`config.mk`:
```
export PLATFORM = sky130hd
export DESIGN_NAME = ima_stuff_sched
export DESIGN_NICKNAME = d
export VERILOG_FILES = /design/src/rtl/ima_stuff_pkg.sv /design/src/rtl/ima_stuff_cell_ctr.sv /design/src/rtl/ima_stuff_policy.sv /design/src/rtl/ima_stuff_lookahead.sv /design/src/rtl/ima_stuff_sched.sv
export SDC_FILE = /design/constraint.sdc
export NUM_CORES = 1
export LEC_CHECK = 0
export ABC_AREA = 1
export CORE_MARGIN = 2
export CORE_UTILIZATION = 45
export CTS_CLUSTER_SIZE = 8
export DETAILED_ROUTE_END_ITERATION = 10
export SETUP_SLACK_MARGIN = 0.05
export SLEW_MARGIN = 20
export SYNTH_ARGS = -nofsm -noshare
export SYNTH_HDL_FRONTEND = slang
export SYNTH_HIERARCHICAL = 1
export SYNTH_SLANG_ARGS = --single-unit
```
`constraint.sdc`:
```
create_clock -name clk_i -period 3.6 [get_ports clk_i]
set_input_delay 1.08 -clock clk_i [delete_from_list [all_inputs] [get_ports clk_i]]
set_output_delay 1.08 -clock clk_i [all_outputs]
set_load 0.1 [all_outputs]
```
`src/rtl/ima_stuff_pkg.sv`:
```
package ima_stuff_pkg;
  typedef enum logic [1:0] {
    MODE_CTC_FIX = 2'd0,
    MODE_CTC_ADP = 2'd1,
    MODE_ITC_ADP = 2'd2,
    MODE_FIX_ALT = 2'd3
  } stuff_mode_e;

  localparam int unsigned LEAD_FRAMES = 4;
  localparam int unsigned CD_W        = 3;
endpackage

```
`src/rtl/ima_stuff_cell_ctr.sv`:
```
module ima_stuff_cell_ctr #(
  parameter int unsigned CNT_W    = 11,
  parameter int unsigned SCHED_PT = 1408
) (
  input  logic clk_i,
  input  logic rst_ni,
  input  logic frame_i,
  input  logic cell_i,
  output logic live_o,
  output logic wrap_o,
  output logic due_o
);
  localparam logic [CNT_W-1:0] CNT_MAX = '1;
  localparam logic [CNT_W-1:0] PT      = CNT_W'(SCHED_PT);

  logic [CNT_W-1:0] cnt_q;
  logic             live_q;

  always_ff @(posedge clk_i or negedge rst_ni) begin
    if (!rst_ni) begin
      cnt_q  <= '0;
      live_q <= 1'b0;
    end else begin
      if (frame_i) live_q <= 1'b1;
      if (live_q && cell_i) cnt_q <= cnt_q + 1'b1;
    end
  end

  assign live_o = live_q;
  assign wrap_o = live_q & cell_i & (cnt_q == CNT_MAX);
  assign due_o  = (cnt_q >= PT);
endmodule

```
`src/rtl/ima_stuff_policy.sv`:
```
module ima_stuff_policy #(
  parameter int unsigned LVL_W  = 10,
  parameter int unsigned THRESH = 8
) (
  input  logic [LVL_W-1:0] own_lvl_i,
  input  logic [LVL_W-1:0] ref_lvl_i,
  input  logic             adaptive_i,
  input  logic             is_ref_i,
  output logic             hi_o,
  output logic             lo_o
);
  localparam int unsigned DW = LVL_W + 2;
  localparam logic signed [DW-1:0] TH_P = DW'(THRESH);
  localparam logic signed [DW-1:0] TH_N = -TH_P;

  logic signed [DW-1:0] diff;

  assign diff = $signed({2'b00, own_lvl_i}) - $signed({2'b00, ref_lvl_i});
  assign hi_o = adaptive_i & ~is_ref_i & (diff > TH_P);
  assign lo_o = adaptive_i & ~is_ref_i & (diff < TH_N);
endmodule

```
`src/rtl/ima_stuff_lookahead.sv`:
```
module ima_stuff_lookahead
  import ima_stuff_pkg::*;
(
  input  logic clk_i,
  input  logic rst_ni,
  input  logic frame_i,
  input  logic live_i,
  input  logic load_i,
  input  logic ind4_i,
  output logic busy_o,
  output logic stuff_o,
  output logic ind_o
);
  localparam logic [CD_W-1:0] LEAD_V = CD_W'(LEAD_FRAMES);
  localparam logic [CD_W-1:0] ONE_V  = CD_W'(1);

  logic [CD_W-1:0] cd_q, cd_nxt;
  logic            stuff_q, ind_q, ind_win;

  always_comb begin
    if (load_i)           cd_nxt = LEAD_V;
    else if (cd_q != '0)  cd_nxt = cd_q - 1'b1;
    else                  cd_nxt = '0;
    ind_win = (cd_nxt != '0) && (ind4_i ? (cd_nxt <= LEAD_V) : (cd_nxt == ONE_V));
  end

  always_ff @(posedge clk_i or negedge rst_ni) begin
    if (!rst_ni) begin
      cd_q    <= '0;
      stuff_q <= 1'b0;
      ind_q   <= 1'b0;
    end else if (frame_i) begin
      if (live_i) begin
        cd_q    <= cd_nxt;
        stuff_q <= !load_i && (cd_q == ONE_V);
        ind_q   <= ind_win;
      end else begin
        stuff_q <= 1'b0;
        ind_q   <= 1'b0;
      end
    end
  end

  assign busy_o  = (cd_q != '0);
  assign stuff_o = stuff_q;
  assign ind_o   = ind_q;
endmodule

```
`src/rtl/ima_stuff_sched.sv`:
```
module ima_stuff_sched
  import ima_stuff_pkg::*;
#(
  parameter int unsigned N_LINKS     = 4,
  parameter int unsigned CNT_W       = 11,
  parameter int unsigned FRAME_CELLS = 128,
  parameter int unsigned LVL_W       = 10,
  parameter int unsigned THRESH      = 8,
  localparam int unsigned REF_W      = (N_LINKS > 1) ? $clog2(N_LINKS) : 1
) (
  input  logic                     clk_i,
  input  logic                     rst_ni,
  input  logic [N_LINKS-1:0]       cell_i,
  input  logic [N_LINKS-1:0]       frame_i,
  input  logic [1:0]               mode_i,
  input  logic                     ind4_i,
  input  logic [REF_W-1:0]         ref_sel_i,
  input  logic [N_LINKS*LVL_W-1:0] lvl_i,
  output logic [N_LINKS-1:0]       stuff_o,
  output logic [N_LINKS-1:0]       ind_o
);
  localparam int unsigned PERIOD   = 1 << CNT_W;
  localparam int unsigned SCHED_PT = PERIOD - (LEAD_FRAMES + 1) * FRAME_CELLS;

  logic [LVL_W-1:0]   own_lvl [N_LINKS];
  logic [LVL_W-1:0]   ref_lvl;
  logic [N_LINKS-1:0] live, wrap, due, hi, lo, busy, is_ref;
  logic [N_LINKS-1:0] eval, self_load, load, mark, done_q;
  logic               fixed, ref_self;

  assign fixed    = (mode_i == MODE_CTC_FIX) || (mode_i == MODE_FIX_ALT);
  assign ref_lvl  = own_lvl[ref_sel_i];
  assign ref_self = self_load[ref_sel_i];

  for (genvar g = 0; g < N_LINKS; g++) begin : g_link
    assign own_lvl[g] = lvl_i[g*LVL_W +: LVL_W];
    assign is_ref[g]  = (ref_sel_i == REF_W'(g));

    ima_stuff_cell_ctr #(
      .CNT_W    (CNT_W),
      .SCHED_PT (SCHED_PT)
    ) u_ctr (
      .clk_i   (clk_i),
      .rst_ni  (rst_ni),
      .frame_i (frame_i[g]),
      .cell_i  (cell_i[g]),
      .live_o  (live[g]),
      .wrap_o  (wrap[g]),
      .due_o   (due[g])
    );

    ima_stuff_policy #(
      .LVL_W  (LVL_W),
      .THRESH (THRESH)
    ) u_pol (
      .own_lvl_i  (own_lvl[g]),
      .ref_lvl_i  (ref_lvl),
      .adaptive_i (~fixed),
      .is_ref_i   (is_ref[g]),
      .hi_o       (hi[g]),
      .lo_o       (lo[g])
    );

    assign eval[g]      = frame_i[g] & live[g] & ~busy[g] & ~done_q[g];
    assign self_load[g] = eval[g] & due[g];
    assign load[g]      = is_ref[g] ? self_load[g] :
                          fixed     ? (ref_self & frame_i[g] & live[g] & ~busy[g]) :
                                      (eval[g] & ((due[g] & ~hi[g]) | lo[g]));
    // skip also closes the period
    assign mark[g]      = load[g] | (eval[g] & due[g] & hi[g]);

    always_ff @(posedge clk_i or negedge rst_ni) begin
      if (!rst_ni)      done_q[g] <= 1'b0;
      else if (mark[g]) done_q[g] <= 1'b1;
      else if (wrap[g]) done_q[g] <= 1'b0;
    end

    ima_stuff_lookahead u_la (
      .clk_i   (clk_i),
      .rst_ni  (rst_ni),
      .frame_i (frame_i[g]),
      .live_i  (live[g]),
      .load_i  (load[g]),
      .ind4_i  (ind4_i),
      .busy_o  (busy[g]),
      .stuff_o (stuff_o[g]),
      .ind_o   (ind_o[g])
    );
  end
endmodule

```
==> results of run 1 <==
==> power groups by stage <==
stage                     sequential [uW]  clock, uW  combinational, uW
final                                1220        973               2390
after global routing                 1260       1030               2650
after CTS                            1220        998               2180
after detailed placement             1230          0               2060
after global placement               1230          0               2040
after floorplan                      1400          0               1320
==> flip-flops by register name, summed over array words and instances, names as in the netlist <==
register             flops
g_link.u_ctr/live_o      4
g_link.u_ctr/cnt_q      44
g_link.u_la/ind_o        4
g_link.u_la/stuff_o      4
g_link.u_la/cd_q        12
done_q                   4
==> layout by cell type, fill, tap and decap left out, types with 9 or more instances in the layout <==
cell type,Yosys,final
nand2_1,342,311
inv_1,230,196
buf_4,0,135
nand3_1,121,98
dfrtp_1,72,72
nand2_2,42,58
nor2_1,57,43
ha_1,56,29
clkdlybuf4s50_1,0,29
inv_2,6,28
ha_4,0,27
nor2_2,13,23
nand4_1,21,21
nand2_4,4,19
nor2_4,14,18
nand3_2,7,18
a21oi_2,4,17
xnor2_1,16,16
dlymetal6s2s_1,0,14
nand3_4,0,12
a21oi_1,28,12
inv_4,0,10
a22oi_2,0,10
clkbuf_16,0,10
o21ai_0,12,9
==> kinds of logic (layout without fill, tap and decap cells) <==
group           after synthesis  count (layout)  synth area share, %
compound gates               86              86                7.339
fa+ha+maj                    60              60                10.70
flops                        72              72                24.69
simple gates                645             645                41.75
buf+inv                     240             451                12.41
xor+xnor                     25              25                3.104
==> layout make-up <==
cell class / count / area (sq um) / area share (%)
clock buffer: 9 / 225.2 / 2.115
clock inverter: 7 / 93.84 / 0.8814
inverter: 236 / 923.4 / 8.673
multi-input combinational: 816 / 5569 / 52.31
sequential: 72 / 1802 / 16.92
tap: 216 / 270.3 / 2.538
timing repair buffer: 199 / 1763 / 16.56
==> stage by stage <==
stage                     power (uW)  instance area, sq um  worst slack (ns)  instances  hold slack (ns)
after global placement          3263                  9131            -1.130       1490           0.4689
after detailed placement        3291                  9131            -1.133       1490           0.4707
after global routing            4941                 10650           -0.5209       1555           0.5175
final                           4586                 10650           -0.2497       1555           0.4772
after floorplan                 2717                  7619          -0.03661       1128           0.4626
after CTS                       4395                  9910           -0.2858       1541           0.4854
==> critical path, delay by kind of cell <==
kind	cells	cell delay, ns
fa+ha+maj	2	0.54
buf+inv	7	0.61
compound gates	2	0.30
simple gates	20	1.53
==> routing by layer <==
metal / wire, um / GRT usage, % / vias up
li1: - / - / 3950
met1: 9083 / 29.05 / 3431
met2: 9622 / 38.33 / 124
met3: 607 / 3.125 / 26
met4: 395 / 6.582 / 0
met5: 0 / 0 / -
==> worst min-delay path by stage <==
stage | endpoint | cells after the start | startpoint | slack (ns)
CTS | g_link[1].u_la/ind_o | 2 | g_link[1].u_la/ind_o | 0.49
detailed placement | g_link[1].u_la/ind_o | 2 | g_link[1].u_la/ind_o | 0.47
global route | g_link[0].u_ctr/cnt_q[8] | 1 | g_link[0].u_ctr/cnt_q[8] | 0.52
global placement | g_link[1].u_la/ind_o | 2 | g_link[1].u_la/ind_o | 0.47
finish | g_link[1].u_la/ind_o | 2 | g_link[1].u_la/ind_o | 0.48
floorplan | g_link[0].u_ctr/cnt_q[8] | 1 | g_link[0].u_ctr/cnt_q[8] | 0.46
==> what timing repair did <==
action / in CTS / in global routing
pin swaps: 59 / 100
setup endpoints to repair: 24 / 24
cloned: 0 / 1
setup buffers: 36 / 14
gates resized for setup: 72 / 144
endpoints found under the hold margin: 0 / 0
==> impl_metrics.yaml, run 1 <==
logic_synthesis:
  syn_inst: 1128
  ys_ff_latch: 72
  yosysMostFrequentCell: "nand2_1"
  synth_area_leaders: "dfrtp_1 25%, nand2_1 18%, inv_1 12%"
  seq_area_frac_synth_pct: 24.69
  synth_common_cells: "342 x nand2_1, 230 x inv_1, 121 x nand3_1"
  postSynthNetCount: 1243
  synth_area_sq_mm: 0.007297
  synth_edf_count: 0
  synth.avg_cell_area_sq_um: 6.469
  ys_warn_count: 6
  yosysTopAreaCell: "dfrtp_1"
  async_reset_ff_share_pct: 100.0
  synth_cell_types: 32
  synth_top_area_share_pct: 24.69
  ys.flop_type: "dfrtp_1"
sta:
  finalCriticalPeriod_ns: 3.850
  slew_viol_final: 0
  layout_setup_ws_ns: -0.2497
  skew_ns: 0.004598
  rsz0062_at_grt: "true"
  max_slew_margin_pct: 38.88
  max_slew.worst_pin.slew_ns: 0.9168
  hold_viol_final: 0
  fin_tns_setup_ns: -3.161
  max_freq_ghz: 0.2598
  period_share_pct: 106.9
  setup_violations: 24
setup_path:
  r2r-start: "g_link[2].u_la/cd_q[0]"
  path_common_cell: "nand2_1"
  critPathKind: "in -> reg"
  crit_fanout: 5
  endpoint: "g_link[1].u_la/ind_o"
  r2r-end: "g_link[3].u_la/ind_o"
  cp_slowest_stage_delay_ns: 0.42
  r2r_cells: 18
  end_kind: "register"
  ff2ff_setup_slack_ns: 1.21
  arrival_ns: 4.09
  cp-startpoint: "ref_sel_i[0]"
  crit_slowest_cell: "fa_2"
  cp.required_ns: 3.84
  worstSetupStartpointType: "primary input"
flow_run:
  drv_cap: 0
floorplan:
  die_x_um: 131.3
  ios: 63
  fp.dieArea_sq_mm: 0.01725
  die_y_um: 131.3
  initial_utilization_pct: 45.94
  rows: 46
  core-area_sq_mm: 0.01589
pwr:
  clkPwrFrac_pct: 21.2
  p_sw_uw: 1972
  powerDensity_mw_per_mm2: 430.8
  max-vdd-ir-drop_v: 0.0003408
  seqPwrFrac_pct: 26.6
  power.leakage_uw: 0.005780
  swShare_pct: 43.01
  power_frac_comb_pct: 52.1
  p_int_uw: 2614
detailed_routing:
  via_per_inst: 4.843
  drtIter0Drc: 346
  dr.pass1.iters: 5
  ant_nets: 0
  num_vias: 7531
  wl_um: 19710
  wl_per_cell_um: 12.67
  post-route-drc-count: 0
place:
  port_buffers: 62
  globalplace.congestion: 0.8736
  hpwl_um: 14640
layout:
  drive_gt1_share_pct: 32.56
  nets: 1449
  antenna_cells: 0
  syn2layout_area_growth_pct: 45.90
  n_fill_cell: 1435
  fin_util_pct: 67.02
cts:
  cts_tree: "done"
  cts_made_buffers: 9
  clk_pin_slew_worst_paths_ns: 0.06
  worstSkewPairLatency_ns: 0.34
  clockRootBuffer: "clkbuf_16"
  hold_buffers: 0
  htreeDepth: 3
  cts_sinks: 72
  clock_path_buffers: 2
global_route:
  antenna_found_initial: 0
  first_global_vias: 7022
  gr-total-overflow: 0
  grt_pass1_wl_um: 31860
  grt_max_degree: 73
  grt_usage_pct: 22.25
outcome:
  violations: "setup timing"
  status: "complete, but fails checks"
hold_path:
  hold_class: "reg -> reg"
Power figures use the tool's default switching activity.
==> inputs of run 2 (changes only) <==
--- a/config.mk
+++ b/config.mk
@@ -10,6 +10,7 @@
 export CORE_UTILIZATION = 45
 export CTS_CLUSTER_SIZE = 8
 export DETAILED_ROUTE_END_ITERATION = 10
+export PLACE_DENSITY = 0.72
 export SETUP_SLACK_MARGIN = 0.05
 export SLEW_MARGIN = 20
 export SYNTH_ARGS = -nofsm -noshare
==> impl_metrics.yaml, run 2 (synthesis gave the netlist of run 1 again) <==
outcome:
  status: "complete, but fails checks"
  violations: "setup timing"
sta:
  setup_violations: 19
  layout_setup_ws_ns: -0.2463
  finalCriticalPeriod_ns: 3.846
  max_freq_ghz: 0.2600
  max_slew.worst_pin.slew_ns: 0.5155
  skew_ns: 0.006647
  whs_ns: 0.4905
  rsz0062_at_grt: "true"
  hold_viol_final: 0
  slew_viol_final: 0
  period_share_pct: 106.8
  max_slew_margin_pct: 65.63
hold_path:
  hold_class: "reg -> reg"
  min_from: "g_link[2].u_ctr/cnt_q[8]"
floorplan:
  die_x_um: 131.3
  core-area_sq_mm: 0.01589
  initial_utilization_pct: 45.94
  rows: 46
  ios: 63
  die_y_um: 131.3
  fp.dieArea_sq_mm: 0.01725
place:
  port_buffers: 62
  place_area_sq_mm: 0.009056
  hpwl_um: 14280
  globalplace.congestion: 0.8727
setup_path:
  cp-startpoint: "ref_sel_i[1]"
  cp_slowest_stage_delay_ns: 0.46
  crit_fanout: 5
  cp.required_ns: 3.82
  cpLargestDelayFamily: "simple AND/OR/NAND/NOR gates"
  critPathBufInv: 7
  end_kind: "register"
  path_common_cell: "nor2_1"
  critPathKind: "in -> reg"
  crit_slowest_cell: "fa_2"
  arrival_ns: 4.06
  worstSetupStartpointType: "primary input"
  r2r-start: "g_link[2].u_la/cd_q[0]"
layout:
  nets: 1421
  top_regs: "g_link.u_ctr/cnt_q: 44 flops, g_link.u_la/cd_q: 12 flops"
  syn2layout_area_growth_pct: 39.51
  stdcell_area_sq_mm: 0.01018
  largest_reg_flops: 44
  drive_gt1_share_pct: 29.77
  mostFrequentLayoutCells: "310 x nand2_1, 204 x inv_1, 107 x buf_4"
  largest-register: "g_link.u_ctr/cnt_q"
  layout_commonest_cell: "nand2_1"
  antenna_cells: 0
  n_fill_cell: 1402
global_route:
  gr-total-overflow: 0
  antenna_found_initial: 0
  grt_max_degree: 29
  grt_usage_pct: 21.40
  grt_pass1_wl_um: 31190
  first_global_vias: 7101
detailed_routing:
  wl_um: 18730
  via_per_inst: 4.893
  num_vias: 7466
  dr.pass1.iters: 5
  drtIter0Drc: 380
  ant_nets: 0
  wl_per_cell_um: 12.27
  post-route-drc-count: 0
pwr:
  power.leakage_uw: 0.005544
  clkPwrFrac_pct: 18.3
  p_sw_uw: 1899
  powerDensity_mw_per_mm2: 421.8
  swShare_pct: 44.23
  power_frac_comb_pct: 53.1
  seqPwrFrac_pct: 28.6
  max-vdd-ir-drop_v: 0.0002911
  p_int_uw: 2395
cts:
  worstSkewPairLatency_ns: 0.33
  clockRootBuffer: "clkbuf_16"
  clk_pin_slew_worst_paths_ns: 0.06
  htreeDepth: 3
  cts_made_buffers: 9
  clock_path_buffers: 2
  cts_tree: "done"
  cts_sinks: 72
flow_run:
  drv_cap: 0
## run 2: changes by cell type in the layout (fill, tap and decap cells not counted), sizes merged, moves of 2 or more
cell,delta
clkdlybuf4s50,+6
dlymetal6s2s,-2
bufinv,-2
buf,-29
nor2,+2
dlygate4sd2,-4
## run 2: through the flow
| stage | setup TNS [ns] | instances | worst slack (ns) | power (uW) | util [%] |
|---|---|---|---|---|---|
| finish | -2.404 | 1526 | -0.2463 | 4294 | 64.08 |
| global route | -6.911 | 1526 | -0.4684 | 4639 | 64.08 |
| CTS | -4.101 | 1516 | -0.3160 | 4142 | 60.66 |
| detailed placement | -21.40 | 1482 | -1.053 | 3271 | 57.01 |
| global placement | -19.55 | 1482 | -0.9882 | 3220 | 57.01 |
| floorplan | -0.1239 | 1128 | -0.03661 | 2717 | - |
## run 2: power groups by stage
| stage | clock network [uW] | registers, uW | logic [uW] |
|---|---|---|---|
| floorplan | 0 | 1400 | 1320 |
| global route | 834 | 1260 | 2540 |
| global placement | 0 | 1230 | 1990 |
| detailed placement | 0 | 1230 | 2040 |
| CTS | 804 | 1220 | 2120 |
| finish | 786 | 1230 | 2280 |
## run 2: area by class of cell
type / count / area [sq um] / share of cell area [%]
clock buffer: 11 / 232.7 / 2.286
tap: 216 / 270.3 / 2.655
inverter: 236 / 923.4 / 9.071
timing repair buffer: 169 / 1484 / 14.58
multi-input combinational: 818 / 5445 / 53.49
clock inverter: 4 / 22.52 / 0.2212
sequential: 72 / 1802 / 17.70
## run 2: repair_timing
item	CTS	global route
resized for setup	70	113
cloned	2	0
hold buffers	0	0
buffers inserted	18	13
endpoints found under the setup margin	24	24
pin swaps	68	77
## run 2: metal layers
| metal | GRT usage [%] | wire length (um) | vias to the layer above | part of all wire (%) |
|---|---|---|---|---|
| li1 | - | - | 3910 | - |
| met1 | 27.55 | 8645 | 3388 | 46 |
| met2 | 36.87 | 9056 | 140 | 48 |
| met3 | 2.392 | 555 | 28 | 3.0 |
| met4 | 8.273 | 471 | 0 | 2.5 |
| met5 | 0 | 0 | - | 0 |
## run 2: worst reg2reg max path, cell delays in order, from the launching register on
cell and delay [ns]:
dfrtp_1 0.44, nor2_2 0.21, ha_1 0.26, inv_1 0.09, nor2_2 0.15, nand3_1 0.12, nand2_2 0.10, nand2_1 0.07
nor2_2 0.21, nand2_1 0.09, nand2_1 0.09, nand2_2 0.07, inv_4 0.09, nor3_4 0.04, nor2_1 0.15, buf_4 0.13
a21oi_1 0.03
## run 2: path summary, 6_finish.rpt
| check | endpoint | slack, ns | cells after the start |
|---|---|---|---|
| max | g_link[2].u_la/cd_q[0] | -0.25 | 27 |
| min | g_link[2].u_ctr/cnt_q[8] | 0.49 | 1 |
| min in group asynchronous | g_link[0].u_ctr/cnt_q[1] | 0.72 | 1 |
| max reg2reg | g_link[3].u_la/cd_q[0] | 1.15 | 16 |
| max in group asynchronous | g_link[2].u_ctr/cnt_q[4] | 2.11 | 2 |
| min reg2reg | g_link[2].u_ctr/cnt_q[8] | 0.49 | 1 |
